$ cat src/rtl/trap_pkg.sv
package trap_pkg;
  typedef enum logic [1:0] {
    ST_IDLE = 2'd0,
    ST_WAIT = 2'd1,
    ST_PROC = 2'd2
  } trapState_t;

  typedef struct packed {
    logic dispatch;
    logic wipe;
  } ctrlStrobe_t;
endpackage

$ cat src/rtl/trap_datapath.sv
module trap_datapath
  import trap_pkg::*;
#(
  parameter int NUM_TRAPS  = 8,
  parameter int HARD_FIRST = 4,
  parameter int ADDR_W     = 24,
  parameter int PRI_BASE   = 'h04,
  parameter int ALT_BASE   = 'h84,
  parameter int SLOT_STEP  = 2
) (
  input  logic                 clk,
  input  logic                 rstN,
  input  logic [NUM_TRAPS-1:0] trapReq,
  input  logic                 altSel,
  input  ctrlStrobe_t          strobe,
  input  logic                 busy,
  output logic [NUM_TRAPS-1:0] pending,
  output logic                 anyPending,
  output logic                 hardPending,
  output logic                 winHard,
  output logic                 conflict,
  output logic                 vecValid,
  output logic [ADDR_W-1:0]    vecAddr
);
  localparam int IDX_W = $clog2(NUM_TRAPS);

  logic [IDX_W-1:0]     winIdx;
  logic [IDX_W-1:0]     actIdx;
  logic [NUM_TRAPS-1:0] clrMask;
  logic [ADDR_W-1:0]    tableBase;

  // fixed priority: highest set bit wins
  always_comb begin
    winIdx = '0;
    for (int i = 0; i < NUM_TRAPS; i++)
      if (pending[i]) winIdx = IDX_W'(i);
  end

  // a hard request below something already pending or active is a conflict
  always_comb begin
    conflict = 1'b0;
    for (int i = HARD_FIRST; i < NUM_TRAPS; i++)
      if (trapReq[i] && ((busy && actIdx > IDX_W'(i)) || (|(pending >> (i + 1)))))
        conflict = 1'b1;
  end

  assign anyPending  = |pending;
  assign hardPending = |pending[NUM_TRAPS-1:HARD_FIRST];
  assign winHard     = winIdx >= IDX_W'(HARD_FIRST);
  assign clrMask     = strobe.dispatch ? (NUM_TRAPS'(1) << winIdx) : '0;
  assign tableBase   = altSel ? ADDR_W'(ALT_BASE) : ADDR_W'(PRI_BASE);

  always_ff @(posedge clk or negedge rstN) begin
    if (!rstN) begin
      pending  <= '0;
      actIdx   <= '0;
      vecValid <= 1'b0;
      vecAddr  <= '0;
    end else begin
      vecValid <= strobe.dispatch && !strobe.wipe;
      if (strobe.wipe) pending <= '0;
      else             pending <= (pending & ~clrMask) | trapReq;
      if (strobe.dispatch) begin
        actIdx  <= winIdx;
        vecAddr <= tableBase + ADDR_W'(winIdx) * ADDR_W'(SLOT_STEP);
      end
    end
  end

  AST_VEC_PULSE: assert property (@(posedge clk) disable iff (!rstN)
    vecValid |=> !vecValid);
  AST_PEND_HELD: assert property (@(posedge clk) disable iff (!rstN)
    (!strobe.wipe && !strobe.dispatch) |=> ((pending & $past(pending)) == $past(pending)));
endmodule

$ cat src/rtl/trap_control.sv
module trap_control
  import trap_pkg::*;
(
  input  logic        clk,
  input  logic        rstN,
  input  logic        anyPending,
  input  logic        hardPending,
  input  logic        winHard,
  input  logic        conflict,
  input  logic        ack,
  input  logic        trapRet,
  input  logic        flagClr,
  output ctrlStrobe_t strobe,
  output logic        busy,
  output logic        stall,
  output logic        rstReq,
  output logic        trapRstFlag
);
  trapState_t state, stateNext;

  always_comb begin
    stateNext = state;
    if (conflict) stateNext = ST_IDLE;
    else begin
      case (state)
        ST_IDLE: if (anyPending) stateNext = winHard ? ST_WAIT : ST_PROC;
        ST_WAIT: if (ack)        stateNext = ST_PROC;
        ST_PROC: if (trapRet)    stateNext = ST_IDLE;
        default:                 stateNext = ST_IDLE;
      endcase
    end
  end

  assign strobe.dispatch = (state == ST_IDLE) && anyPending && !conflict;
  assign strobe.wipe     = conflict;
  assign busy            = state != ST_IDLE;
  assign stall           = (state == ST_WAIT) || ((state == ST_IDLE) && hardPending);

  always_ff @(posedge clk or negedge rstN) begin
    if (!rstN) begin
      state       <= ST_IDLE;
      rstReq      <= 1'b0;
      trapRstFlag <= 1'b0;
    end else begin
      state  <= stateNext;
      rstReq <= conflict;
      if (conflict)     trapRstFlag <= 1'b1;
      else if (flagClr) trapRstFlag <= 1'b0;
    end
  end

  AST_RST_ONE_CYCLE: assert property (@(posedge clk) disable iff (!rstN)
    rstReq |=> !rstReq);
  AST_RST_SETS_FLAG: assert property (@(posedge clk) disable iff (!rstN)
    rstReq |-> trapRstFlag);
  AST_FLAG_STICKY: assert property (@(posedge clk) disable iff (!rstN)
    (trapRstFlag && !flagClr) |=> trapRstFlag);
  AST_ACK_HOLD: assert property (@(posedge clk) disable iff (!rstN)
    ((state == ST_WAIT) && !ack && !conflict) |=> stall);
endmodule

$ cat src/rtl/trap_arbiter.sv
module trap_arbiter
  import trap_pkg::*;
#(
  parameter int NUM_TRAPS  = 8,
  parameter int HARD_FIRST = 4,
  parameter int ADDR_W     = 24
) (
  input  logic                 clk,
  input  logic                 rstN,
  input  logic [NUM_TRAPS-1:0] trapReq,
  input  logic                 altSel,
  input  logic                 ack,
  input  logic                 trapRet,
  input  logic                 flagClr,
  output logic                 vecValid,
  output logic [ADDR_W-1:0]    vecAddr,
  output logic                 stall,
  output logic                 rstReq,
  output logic                 trapRstFlag,
  output logic [NUM_TRAPS-1:0] trapPending
);
  ctrlStrobe_t strobe;
  logic busy, anyPending, hardPending, winHard, conflict;

  trap_datapath #(
    .NUM_TRAPS(NUM_TRAPS), .HARD_FIRST(HARD_FIRST), .ADDR_W(ADDR_W)
  ) i_datapath (
    .clk(clk), .rstN(rstN), .trapReq(trapReq), .altSel(altSel),
    .strobe(strobe), .busy(busy), .pending(trapPending),
    .anyPending(anyPending), .hardPending(hardPending), .winHard(winHard),
    .conflict(conflict), .vecValid(vecValid), .vecAddr(vecAddr)
  );

  trap_control i_control (
    .clk(clk), .rstN(rstN), .anyPending(anyPending), .hardPending(hardPending),
    .winHard(winHard), .conflict(conflict), .ack(ack), .trapRet(trapRet),
    .flagClr(flagClr), .strobe(strobe), .busy(busy), .stall(stall),
    .rstReq(rstReq), .trapRstFlag(trapRstFlag)
  );
endmodule

$ cat config.mk
export PLATFORM = sky130hd
export DESIGN_NAME = trap_arbiter
export DESIGN_NICKNAME = d
export VERILOG_FILES = /design/src/rtl/trap_pkg.sv /design/src/rtl/trap_datapath.sv /design/src/rtl/trap_control.sv /design/src/rtl/trap_arbiter.sv
export SDC_FILE = /design/constraint.sdc
export NUM_CORES = 1
export LEC_CHECK = 0
export ABC_AREA = 1
export BUFFER_PORTS_ARGS = -buffer_cell sky130_fd_sc_hd__buf_2
export CELL_PAD_IN_SITES_DETAIL_PLACEMENT = 1
export CELL_PAD_IN_SITES_GLOBAL_PLACEMENT = 1
export CORE_UTILIZATION = 35
export DETAILED_ROUTE_END_ITERATION = 10
export PLACE_DENSITY_LB_ADDON = 0.3
export SETUP_SLACK_MARGIN = 0.5
export SLEW_MARGIN = 20
export SYNTH_ARGS = -nofsm -noshare
export SYNTH_HDL_FRONTEND = slang
export SYNTH_SLANG_ARGS = --single-unit
$ cat constraint.sdc
create_clock -name clk -period 2.5 [get_ports clk]
set_input_delay 0.5 -clock clk [delete_from_list [all_inputs] [get_ports clk]]
set_output_delay 0.5 -clock clk [all_outputs]
set_load 0.02 [all_outputs]
Word level (Yosys, flattened, before mapping)

Cells that the tools add are included.

Register bits after elaboration: 40
Logic and storage cells: 69
Output and inout bits: 36

Multiplexer cells: 22
Reductions and logical operators: 25
$lt $le $gt $ge: 5
Eq/ne operators: 5
Shift operators: 1
Bitwise gates (word level): 3
$add $sub $neg: 1

Operator list:

| kind                  | number |
|---|---|
| $add A24 B4 Y24       | 1 |
| $mux W8               | 3 |
| $mux W3               | 6 |
| $gt A3 B3 Y1 const B  | 4 |
| $logic_and A1 B1 Y1   | 12 |
| $mux W2               | 5 |
| $and A8 B8 Y8         | 1 |
| $not A8 Y8            | 1 |
| $or A8 B8 Y8          | 1 |
| $reduce_or A8 Y1      | 1 |
| $shl A1 B3 Y8 const A | 1 |
| $mux W1               | 7 |
| $ne A3 B2 Y1 const B  | 2 |
| $pmux W2 S3           | 1 |
| $logic_or A1 B1 Y1    | 4 |
| $reduce_bool A2 Y1    | 2 |
| $reduce_or A4 Y1      | 1 |
| $ge A3 B3 Y1 const B  | 1 |
| $ne A3 B1 Y1 const B  | 1 |
| $reduce_and A3 Y1     | 1 |
| $reduce_or A3 Y1      | 1 |
| $eq A2 B1 Y1 const B  | 1 |
| $eq A2 B2 Y1 const B  | 1 |
| $logic_not A2 Y1      | 1 |
| other kinds (2)       | 2 |

Depth between registers and ports, before layout

Gate-level depths: netlist (run 1).

Depth after elaboration: 15
Gate-level depth with buffers: 11

Modules after synthesis

A second synthesis (run 1) with hierarchy kept.

Cell total of the unflattened synthesis: 148
Area total of the unflattened synthesis: 1137.3 um^2

Modules (own cells, without submodules):

| module        | cells an instance | times used | area each (um^2) |
|---|---|---|---|
| trap_datapath | 117               | 1          | 909.6 |
| trap_control  | 31                | 1          | 227.7 |

Worst setup path before layout (run 1)

Ideal clock, no wire load.

Kind: flip-flop to output port
From: reg i_datapath.pending[7]
To: out stall
Setup slack: 0.944 ns
Cell stages (with the launch flop): 5
Arrival: 1.056 ns
Cells stage by stage: dfrtp_1 nor2_4 nand2_2 nand2_1 o21ai_0

Cells in the longest elaborated chain, start to end: 3

RTL lines:

| item                     | line                | text |
|---|---|---|
| start: declaration       | trap_datapath.sv:17 | `output logic [NUM_TRAPS-1:0] pending,` |
| start signal: assignment | trap_datapath.sv:62 | `else pending <= (pending & ~clrMask) \| trapReq;` |
| $reduce_or A4 Y1         | trap_datapath.sv:48 | `assign hardPending = \|pending[NUM_TRAPS-1:HARD_FIRST];` |
| $logic_and A1 B1 Y1      | trap_control.sv:37  | `assign stall = (state == ST_WAIT) \|\| ((state == ST_IDLE) && hardPending);` |
| $logic_or A1 B1 Y1       | trap_control.sv:37  |  |
| end: declaration         | trap_arbiter.sv:17  | `output logic stall,` |

No other way between the ends.

Final worst setup path (run 1)

Same ends and word-level chain as after synthesis.

==> metrics.txt, run 1 <==
status=finished clean; Setup crit start kind=flop; Net count, final=200; HPWL after DPL=2123 um; # setup viols final=0; sequential share of the synthesized area=42.69%; layout cell share with drive strength beyond 1=26.63%; FP Rows=20; Netlist Area Pre-Place=1172 um2; FF+latch area=501.7 um2; Synth area leaders=dfrtp_1 (43%), nand2_1 (15%), buf_4 (13%); # clock sinks=20; WP data arrival=1.41 ns; Final Max Slew Viols=0; Pwr Density=1445 nW/um2; Design Power=1.955 mW; highest clock rate=524.7 MHz; Multi-input gate area=495.5 um2; list of most frequent post-synthesis cells=nand2_1 (46), inv_1 (21), buf_4 (20), dfrtp_1 (20), nor2_1 (7); top-count cell post-synth=nand2_1; Die Width=59.88 um; syn_area_per_cell=7.713 um2; VDD IR max=0.5767 mV; antenna violations before repair=0; setup tns final=0 ns; drt via density=4.382; DP Area=1286 um2; Layout Area Growth over Synthesis=15.37%; post-route cell area=1353 um2; leak pwr=0.7826 nW; gr usage total=16.95%; unrepaired setup endpoints after global routing=no; Synth cell types=26; root buf cell=clkbuf_4; number of global-route vias before repair=1012; ys flop type=dfrtp_1; CTS tree=done; mux cell area share after synthesis=0%; xor and xnor area share after synthesis=0.7471%; fill cell count=442; Yosys Warn Count=0; Tcrit/Tclk final=76.24%; Worst Path Required=2.00 ns; Synth top area share=42.69%; Die Y-Extent=59.88 um; cts bufs inserted=3; IO Port Bufs=30; Vias=999; main combinational cell family by area after synthesis=simple AND/OR/NAND/NOR gates; final hold vios=0; Post-Synth Simple-Gate Area=24.44%; worst setup margin=0.5941 ns; 1st-pass router iterations=2; # IOs=50; critical path class=reg -> out; CTS H-Tree Depth=1; clk slew on worst S/H paths=0.13 ns; largest net degree at the start of global routing=21; initial core utilization=37.78%; Post-Synth Adder-Cell Area=1.067%; Cells after Synth=152; Async SR Flop Fraction=100.0%; worst skew pair latency=0.31 ns; r2r worst-path depth=8; #FFs+latches synth=20; core area=3103 um2; Final Routed Wirelength=2797 um; Fin Hold WS=0.1167 ns; # diodes=0; worst hold path class=in -> async; maximum clock path buffer count=2; DR iter-0 viols=15; CP max FO=6; Die ar.=3585 um2; min Tclk post-route=1.906 ns; antenna viol nets, final=0; clock skew=0.007239 ns; global route total overflow=0; DRC=0; CP endpoint kind=output pin; pre-CTS WS=0.7789 ns; drt wl/cell=12.27 um; post-synthesis compound-gate area fraction=9.498%; max cap viols=0; first-pass GRT wire length=4478 um; gp weighted congestion=0.7492; Synth area leader=dfrtp_1; Post-synth EDFFs=0
## layer usage
layer | vias to the layer above | track usage (%) | wire (um) | share of wire, %
met4 | 0 | 5.980 | 38 | 1.4
met2 | 32 | 30.79 | 1423 | 51
li1 | 488 | - | - | -
met5 | - | 0 | 0 | 0
met1 | 474 | 20.30 | 1226 | 44
met3 | 5 | 2.165 | 109 | 3.9
## where the power goes
group	leakage [nW]	total, mW	internal, mW	switching [mW]
logic	0.508	1.09	0.351	0.741
registers	0.246	0.587	0.471	0.115
clock network	0.0279	0.276	0.162	0.114
## through the flow
stage               utilization (%)  cells
floorplan                         -    170
global placement              41.45    223
detailed placement            41.45    223
CTS                           43.15    227
global route                  43.59    228
finish                        43.59    228
## area by class of cell
class,instances,area share (%)
inverter,22,6.105
clock inverter,1,2.220
timing repair buffer,32,12.21
clock buffer,3,1.665
multi-input combinational,106,36.63
tap,44,4.070
sequential,20,37.10
## final timing paths
kind / startpoint / end / slack, ns
min reg2reg: i_datapath.vecAddr[4] / i_datapath.vecAddr[4] / 0.49
min in group clk: flagClr / i_control.trapRstFlag / 0.36
max: i_datapath.pending[7] / stall / 0.59
max in group asynchronous: rstN / i_datapath.pending[7] / 2.04
min: rstN / i_datapath.pending[0] / 0.12
max reg2reg: i_control.state[1] / i_datapath.pending[7] / 0.73
## sequential cells by signal (all words and copies together), names as in the netlist
name / flops
i_datapath.vecAddr: 4
i_datapath.pending: 8
i_control.state: 2
i_datapath.vecValid: 1
i_datapath.actIdx: 3
i_control.trapRstFlag: 1
i_control.rstReq: 1
## repair_timing
item	in CTS	in global routing
hold buffers	0	0
buffers inserted	0	1
endpoints found under the setup margin	0	1
resized for setup	0	3
## cell usage in the layout (no fill, tap or decap), types with 2 or more instances in the layout
master and n:
nand2_1 45, buf_2 30, inv_1 21, conb_1 19, dfrtp_1 19, o21ai_0 6
nor2_1 6, a21oi_1 6, nand3_1 4, nor2_2 3, a21oi_2 3, clkbuf_4 3
nand2_2 2, o21ai_1 2, buf_4 2
## cell families (layout without fill, tap and decap cells)
family / count (synthesis) / after routing
compound gates: 19 / 19
flops: 20 / 20
simple gates: 66 / 66
fa+ha+maj: 1 / 1
buf+inv: 44 / 58
xor+xnor: 1 / 1
other cells: 1 / 19
## worst max-delay path, stage by stage (launching register included)
cell and delay (ns):
dfrtp_2 0.46, nor2_4 0.16, nand2_2 0.13, nand2_2 0.10
o21ai_0 0.08, buf_2 0.16
No activity file was read; power rests on OpenSTA's default activity.
==> inputs of run 2 (changes only) <==
- CORE_UTILIZATION: 35 -> 29
- clock period: 2.5 -> 1.7 ns (I/O delays scaled with it)
==> run 2 against run 1 <==
- clock power grew 75%
- design area grew 21%
- non-clock buffer count grew 19
- first-iteration DRC count shrank 40%
- sequential power grew 53%
- hold slack lost 0.098 ns
- sequential share of layout area shrank 6.2 points
- critical path depth is the same
- final cell count grew 10%
- critical path type unchanged
- critical endpoint unchanged
- largest power group unchanged
==> metrics.txt, run 2 (synthesis gave the netlist of run 1 again) <==
Die Y-Extent=65.58 um; final hold vios=0; highest routed metal layer=met4; Setup crit start kind=flop; WP data arrival=1.25 ns; 1st-pass router iterations=3; gr usage total=16.15%; max reg flops=8; largest net degree at the start of global routing=21; status=finished clean; Cell Int Power=2.022 mW; most frequent cells in the layout=nand2_1 (39), buf_2 (23), buf_4 (22); DRC=0; Worst Path Required=1.36 ns; FP Rows=22; root buf cell=clkbuf_8; IO Port Bufs=30; clk slew on worst S/H paths=0.08 ns; highest clock rate=630.2 MHz; register with the most flip-flops=i_datapath.pending; Die ar.=4301 um2; gp weighted congestion=0.7869; maximum clock path buffer count=2; CTS tree=done; Seq pwr share=23.9%; clock power share=12.8%; metal3 WL=142 um; antenna viol nets, final=0; # IOs=50; switching share of total power=46.23%; antenna violations before repair=0; VDD IR max=0.8030 mV; # clock sinks=20; Worst Setup SP=i_control.state[0]; DR WL met2=1782 um; critical path class=reg -> out; M1 WL=1370 um; DR iter-0 viols=9; # diodes=0; CTS H-Tree Depth=1; worst hold path class=in -> async; # setup viols final=0; most common cell after layout, fill and taps aside=nand2_1; worst skew pair latency=0.27 ns; Gate power share=63.3%; CP endpoint kind=output pin; number of global-route vias before repair=1144; switching power=1.739 mW; Tcrit/Tclk final=93.34%; drt via density=4.335; worst setup margin=0.1133 ns; Layout Area Growth over Synthesis=39.70%; global route total overflow=0; Pwr Density=2296 nW/um2; Largest regs=i_datapath.pending (8), i_datapath.vecAddr (4), i_datapath.actIdx (3); first-pass GRT wire length=5126 um; unrepaired setup endpoints after global routing=yes; pre-CTS WS=0.07119 ns; core area=3771 um2; drt wl/cell=13.49 um; setup tns final=0 ns; Vias=1088; CP max FO=4; hold_buf cts=0; Final Max Slew Viols=0; clock skew=0.004761 ns; initial core utilization=31.09%; Die Width=65.58 um; Net count, final=219; max cap viols=0; Final Routed Wirelength=3386 um; min Tclk post-route=1.587 ns; leak pwr=0.9047 nW; layout cell share with drive strength beyond 1=42.36%; HPWL after DPL=2304 um; cts bufs inserted=3; r2r startpoint=i_control.state[0]
==> run 2: cell count changes in the layout (fill, tap and decap cells not counted), moves of 3 or more <==
cell and change:
a21oi_1 -3, a21oi_2 +3, buf_2 -7, buf_4 +20, buf_6 +6, clkbuf_4 -3, clkbuf_8 +3, dfrtp_1 -3
dfrtp_2 +3, nand2_1 -6, nand2_2 +4, o21ai_0 -4
==> run 2: power groups by stage <==
| stage | combinational, mW | clock (mW) | sequential (mW) |
|---|---|---|---|
| after floorplan | 1.06 | 0 | 1.06 |
| after detailed placement | 1.70 | 0 | 0.900 |
| final | 2.38 | 0.483 | 0.897 |
| after global placement | 1.65 | 0 | 0.887 |
| after global routing | 2.59 | 0.513 | 0.923 |
| after CTS | 2.13 | 0.497 | 0.885 |
==> run 2: metrics by stage <==
step | area [um2] | instances | utilization [%] | hold WS (ns) | power (mW)
after floorplan | 1262 | 170 | - | 0.04441 | 2.124
after global placement | 1326 | 229 | 35.17 | 0.3159 | 2.534
after detailed placement | 1326 | 229 | 35.17 | 0.3218 | 2.600
after CTS | 1539 | 246 | 40.81 | 0.02644 | 3.516
after global routing | 1638 | 251 | 43.43 | 0.03960 | 4.021
final | 1638 | 251 | 43.43 | 0.01916 | 3.761
==> run 2: metal layers <==
metal / GRT usage, % / vias to the layer above
li1: - / 526
met2: 31.06 / 36
met4: 7.337 / 0
met1: 16.31 / 515
met5: 0 / -
met3: 3.472 / 11
==> run 2: repair_timing <==
| item | in CTS | in global routing |
|---|---|---|
| pin swaps | 3 | 4 |
| gates resized for setup | 13 | 20 |
| endpoints found under the setup margin | 28 | 29 |
| setup buffers | 13 | 5 |
==> run 2: critical path: stages (launching register included) <==
cell     delay (ns)
dfrtp_1        0.42
nor2_4         0.17
buf_4          0.14
nand2_4        0.05
o21ai_2        0.07
buf_6          0.14
==> run 2: final cells by class <==
class / instances / area [um2]
clock buffers: 3 / 41.29
flip-flops and latches: 20 / 505.5
well taps: 48 / 60.06
inverters: 22 / 82.58
repair buffers: 51 / 347.8
clock inverters: 1 / 30.03
multi-input cells: 106 / 570.5
fillers: 473 / 2133
==> run 2: path summary, 6_finish.rpt <==
check                                        endpoint  slack (ns)  cells after the start
worst max-delay path                            stall        0.11                      5
worst min-delay path            i_datapath.pending[3]        0.02                      1
worst max register to register  i_datapath.pending[2]        0.13                     10
worst min register to register  i_datapath.vecAddr[2]        0.49                      2
max in group asynchronous       i_datapath.pending[4]        1.33                      1
min in group clk                i_control.trapRstFlag        0.28                      2
==> inputs of run 3 (changes only) <==
- ABC_AREA: 1 -> 0
- CORE_UTILIZATION: 29 -> 30
==> run 3 against run 2 <==
- the run now ends with negative setup slack left
- final cell count shrank 9.6%
- sequential power grew 6.0%
- routed wire length grew 7.2%
- area after synthesis shrank 6.8%
- first-iteration DRC count grew to 4.0 times the previous value
- setup slack lost 0.25 ns
- combinational power grew 27%
- critical endpoint unchanged
==> metrics.txt, run 3 <==
status=complete, but fails checks; failing checks=negative setup slack; Worst Path Required=1.36 ns; Design Power=4.379 mW; Die Y-Extent=62.34 um; # setup viols final=11; hold path cells=2; largest net degree at the start of global routing=21; Tcrit/Tclk final=107.8%; cell family with most CP delay=simple AND/OR/NAND/NOR gates; # diodes=0; Multi-input gate area=640.6 um2; cts bufs inserted=3; post-route cell area=1902 um2; # clock sinks=20; Synth top area share=45.82%; global route total overflow=0; Post-synth EDFFs=0; Largest regs=i_datapath.pending (8), i_datapath.vecAddr (4), i_datapath.actIdx (3); Pwr Density=2303 nW/um2; Post-Route Utilization=55.68%; drt wl/cell=16.00 um; first-pass GRT wire length=5492 um; slowest CP cell=dfrtp_2; clock skew=0.005464 ns; unrepaired setup endpoints after global routing=yes; syn_area_per_cell=9.753 um2; list of most frequent post-synthesis cells=buf_4 (20), dfrtp_1 (20), a21oi_1 (12); gp weighted congestion=0.7791; layout cell share with drive strength beyond 1=61.88%; 1st-pass router iterations=4; drt via density=4.463; r2r setup slk=-0.04 ns; register with the most flip-flops=i_datapath.pending; worst hold path class=in -> reg; max incr delay on CP=0.45 ns; Final Routed Wirelength=3631 um; DRC=0; FF-to-FF End=i_datapath.vecAddr[7]; FF+latch area=511.7 um2; Vias=1013; core area=3416 um2; ys flop type=dfrtp_1; IO Port Bufs=30; Die ar.=3886 um2; Hold Path Sink=i_control.state[0]; worst setup margin=-0.1324 ns; CP max FO=2; HPWL after DPL=1996 um; Netlist Area Pre-Place=1092 um2; clk slew on worst S/H paths=0.12 ns; crit path cell chain=nor4_4, inv_2, nor2_4, nor2_2, buf_6; CP endpoint kind=output pin; critical path class=reg -> out; Critical path buffers and inverters=2; antenna violations before repair=0; Net count, final=197; FP Rows=21; DR iter-0 viols=36; Synth area leaders=dfrtp_1 (46%), buf_4 (14%), a21oi_1 (5.5%); VDD IR max=0.6982 mV; Synth area leader=dfrtp_1; gr usage total=18.28%; CTS H-Tree Depth=1; most frequent cells in the layout=buf_6 (29), buf_4 (24), conb_1 (19); Final Max Slew Viols=0; sequential share of the synthesized area=45.82%; pre-CTS WS=-0.003851 ns; Yosys Warn Count=0; Worst Setup SP=i_datapath.pending[5]; r2r worst-path depth=7; # IOs=50; fill cell count=393; DP Area=1321 um2; max reg flops=8; antenna viol nets, final=0; leak pwr=0.8979 nW; final hold vios=0; number of global-route vias before repair=1081; min-delay src=ack; Layout Area Growth over Synthesis=74.11%; min Tclk post-route=1.832 ns; Async SR Flop Fraction=100.0%; highest clock rate=545.7 MHz; WP data arrival=1.49 ns; #FFs+latches synth=20; r2r startpoint=i_datapath.pending[5]; Setup crit start kind=flop; initial core utilization=31.98%; worst skew pair latency=0.32 ns; root buf cell=clkbuf_4; most common cell after layout, fill and taps aside=buf_6; maximum clock path buffer count=2; Cells after Synth=112; CTS tree=done; max cap viols=0; Die Width=62.34 um; Synth cell types=30
==> run 3: cell types whose count changed in the layout (fill, tap and decap cells not counted), moves of 5 or more <==
cell / change
nand2_1: -37
buf_6: +23
buf_2: -10
inv_1: -10
dfrtp_1: -5
dfrtp_2: +5
==> run 3: timing repair <==
item | 4_1_cts | 5_1_grt
hold buffers | 1 | 0
endpoints found under the hold margin | 20 | 0
setup buffers | 21 | 9
gates resized for setup | 48 | 28
pin swaps | 7 | 5
endpoints found under the setup margin | 36 | 37
==> run 3: cell families after synthesis <==
| family | Yosys count | synth area share, % |
|---|---|---|
| mux | 5 | 5.040 |
| compound gates | 27 | 15.69 |
| fa+ha+maj | 1 | 1.145 |
| flops | 20 | 45.82 |
| simple gates | 27 | 14.32 |
| buf+inv | 31 | 17.64 |
| other cells | 1 | 0.3433 |
==> run 3: layout make-up <==
type,count,share of cell area (%)
clock buffer,3,1.184
clock inverter,1,1.579
inverter,10,1.974
multi-input combinational,79,33.68
sequential,20,26.91
tap,46,3.026
timing repair buffer,68,31.64
==> run 3: worst reg2reg max path, cell delays in order (launching register included) <==
cell,delay [ns]
dfrtp_2,0.45
nor4_4,0.33
buf_4,0.17
buf_6,0.08
buf_6,0.11
a21oi_4,0.06
buf_12,0.15
mux2_4,0.29
==> run 3: worst max path at each step <==
stage	end	cells past startpoint	slack (ns)
CTS	stall	5	-0.09
detailed placement	i_datapath.pending[4]	6	-0.004
finish	stall	5	-0.13
global placement	i_datapath.pending[4]	6	-0.00004
floorplan	i_datapath.vecAddr[3]	4	0.07
global route	stall	5	-0.18
==> run 3: metrics by stage <==
| step | cells | hold WS, ns | setup TNS (ns) |
|---|---|---|---|
| finish | 227 | 0.2380 | -0.3980 |
| global route | 227 | 0.2341 | -1.497 |
| CTS | 218 | 0.2251 | -0.4822 |
| detailed placement | 192 | 0.3252 | -0.008329 |
| global placement | 192 | 0.3157 | -0.00004408 |
| floorplan | 130 | 0.04441 | 0 |
==> run 3: routing by layer <==
metal	up-vias	wire length, um	GRT usage [%]
li1	481	-	-
met1	499	1482	22.03
met2	29	1990	33.52
met3	4	104	1.471
met4	0	53	6.977
met5	-	0	0
==> run 3: power by group <==
part / internal (mW) / leakage, nW / switching (mW)
sequential: 0.714 / 0.233 / 0.238
clock: 0.239 / 0.0279 / 0.165
combinational: 1.62 / 0.637 / 1.40
total: 2.57 / 0.898 / 1.81
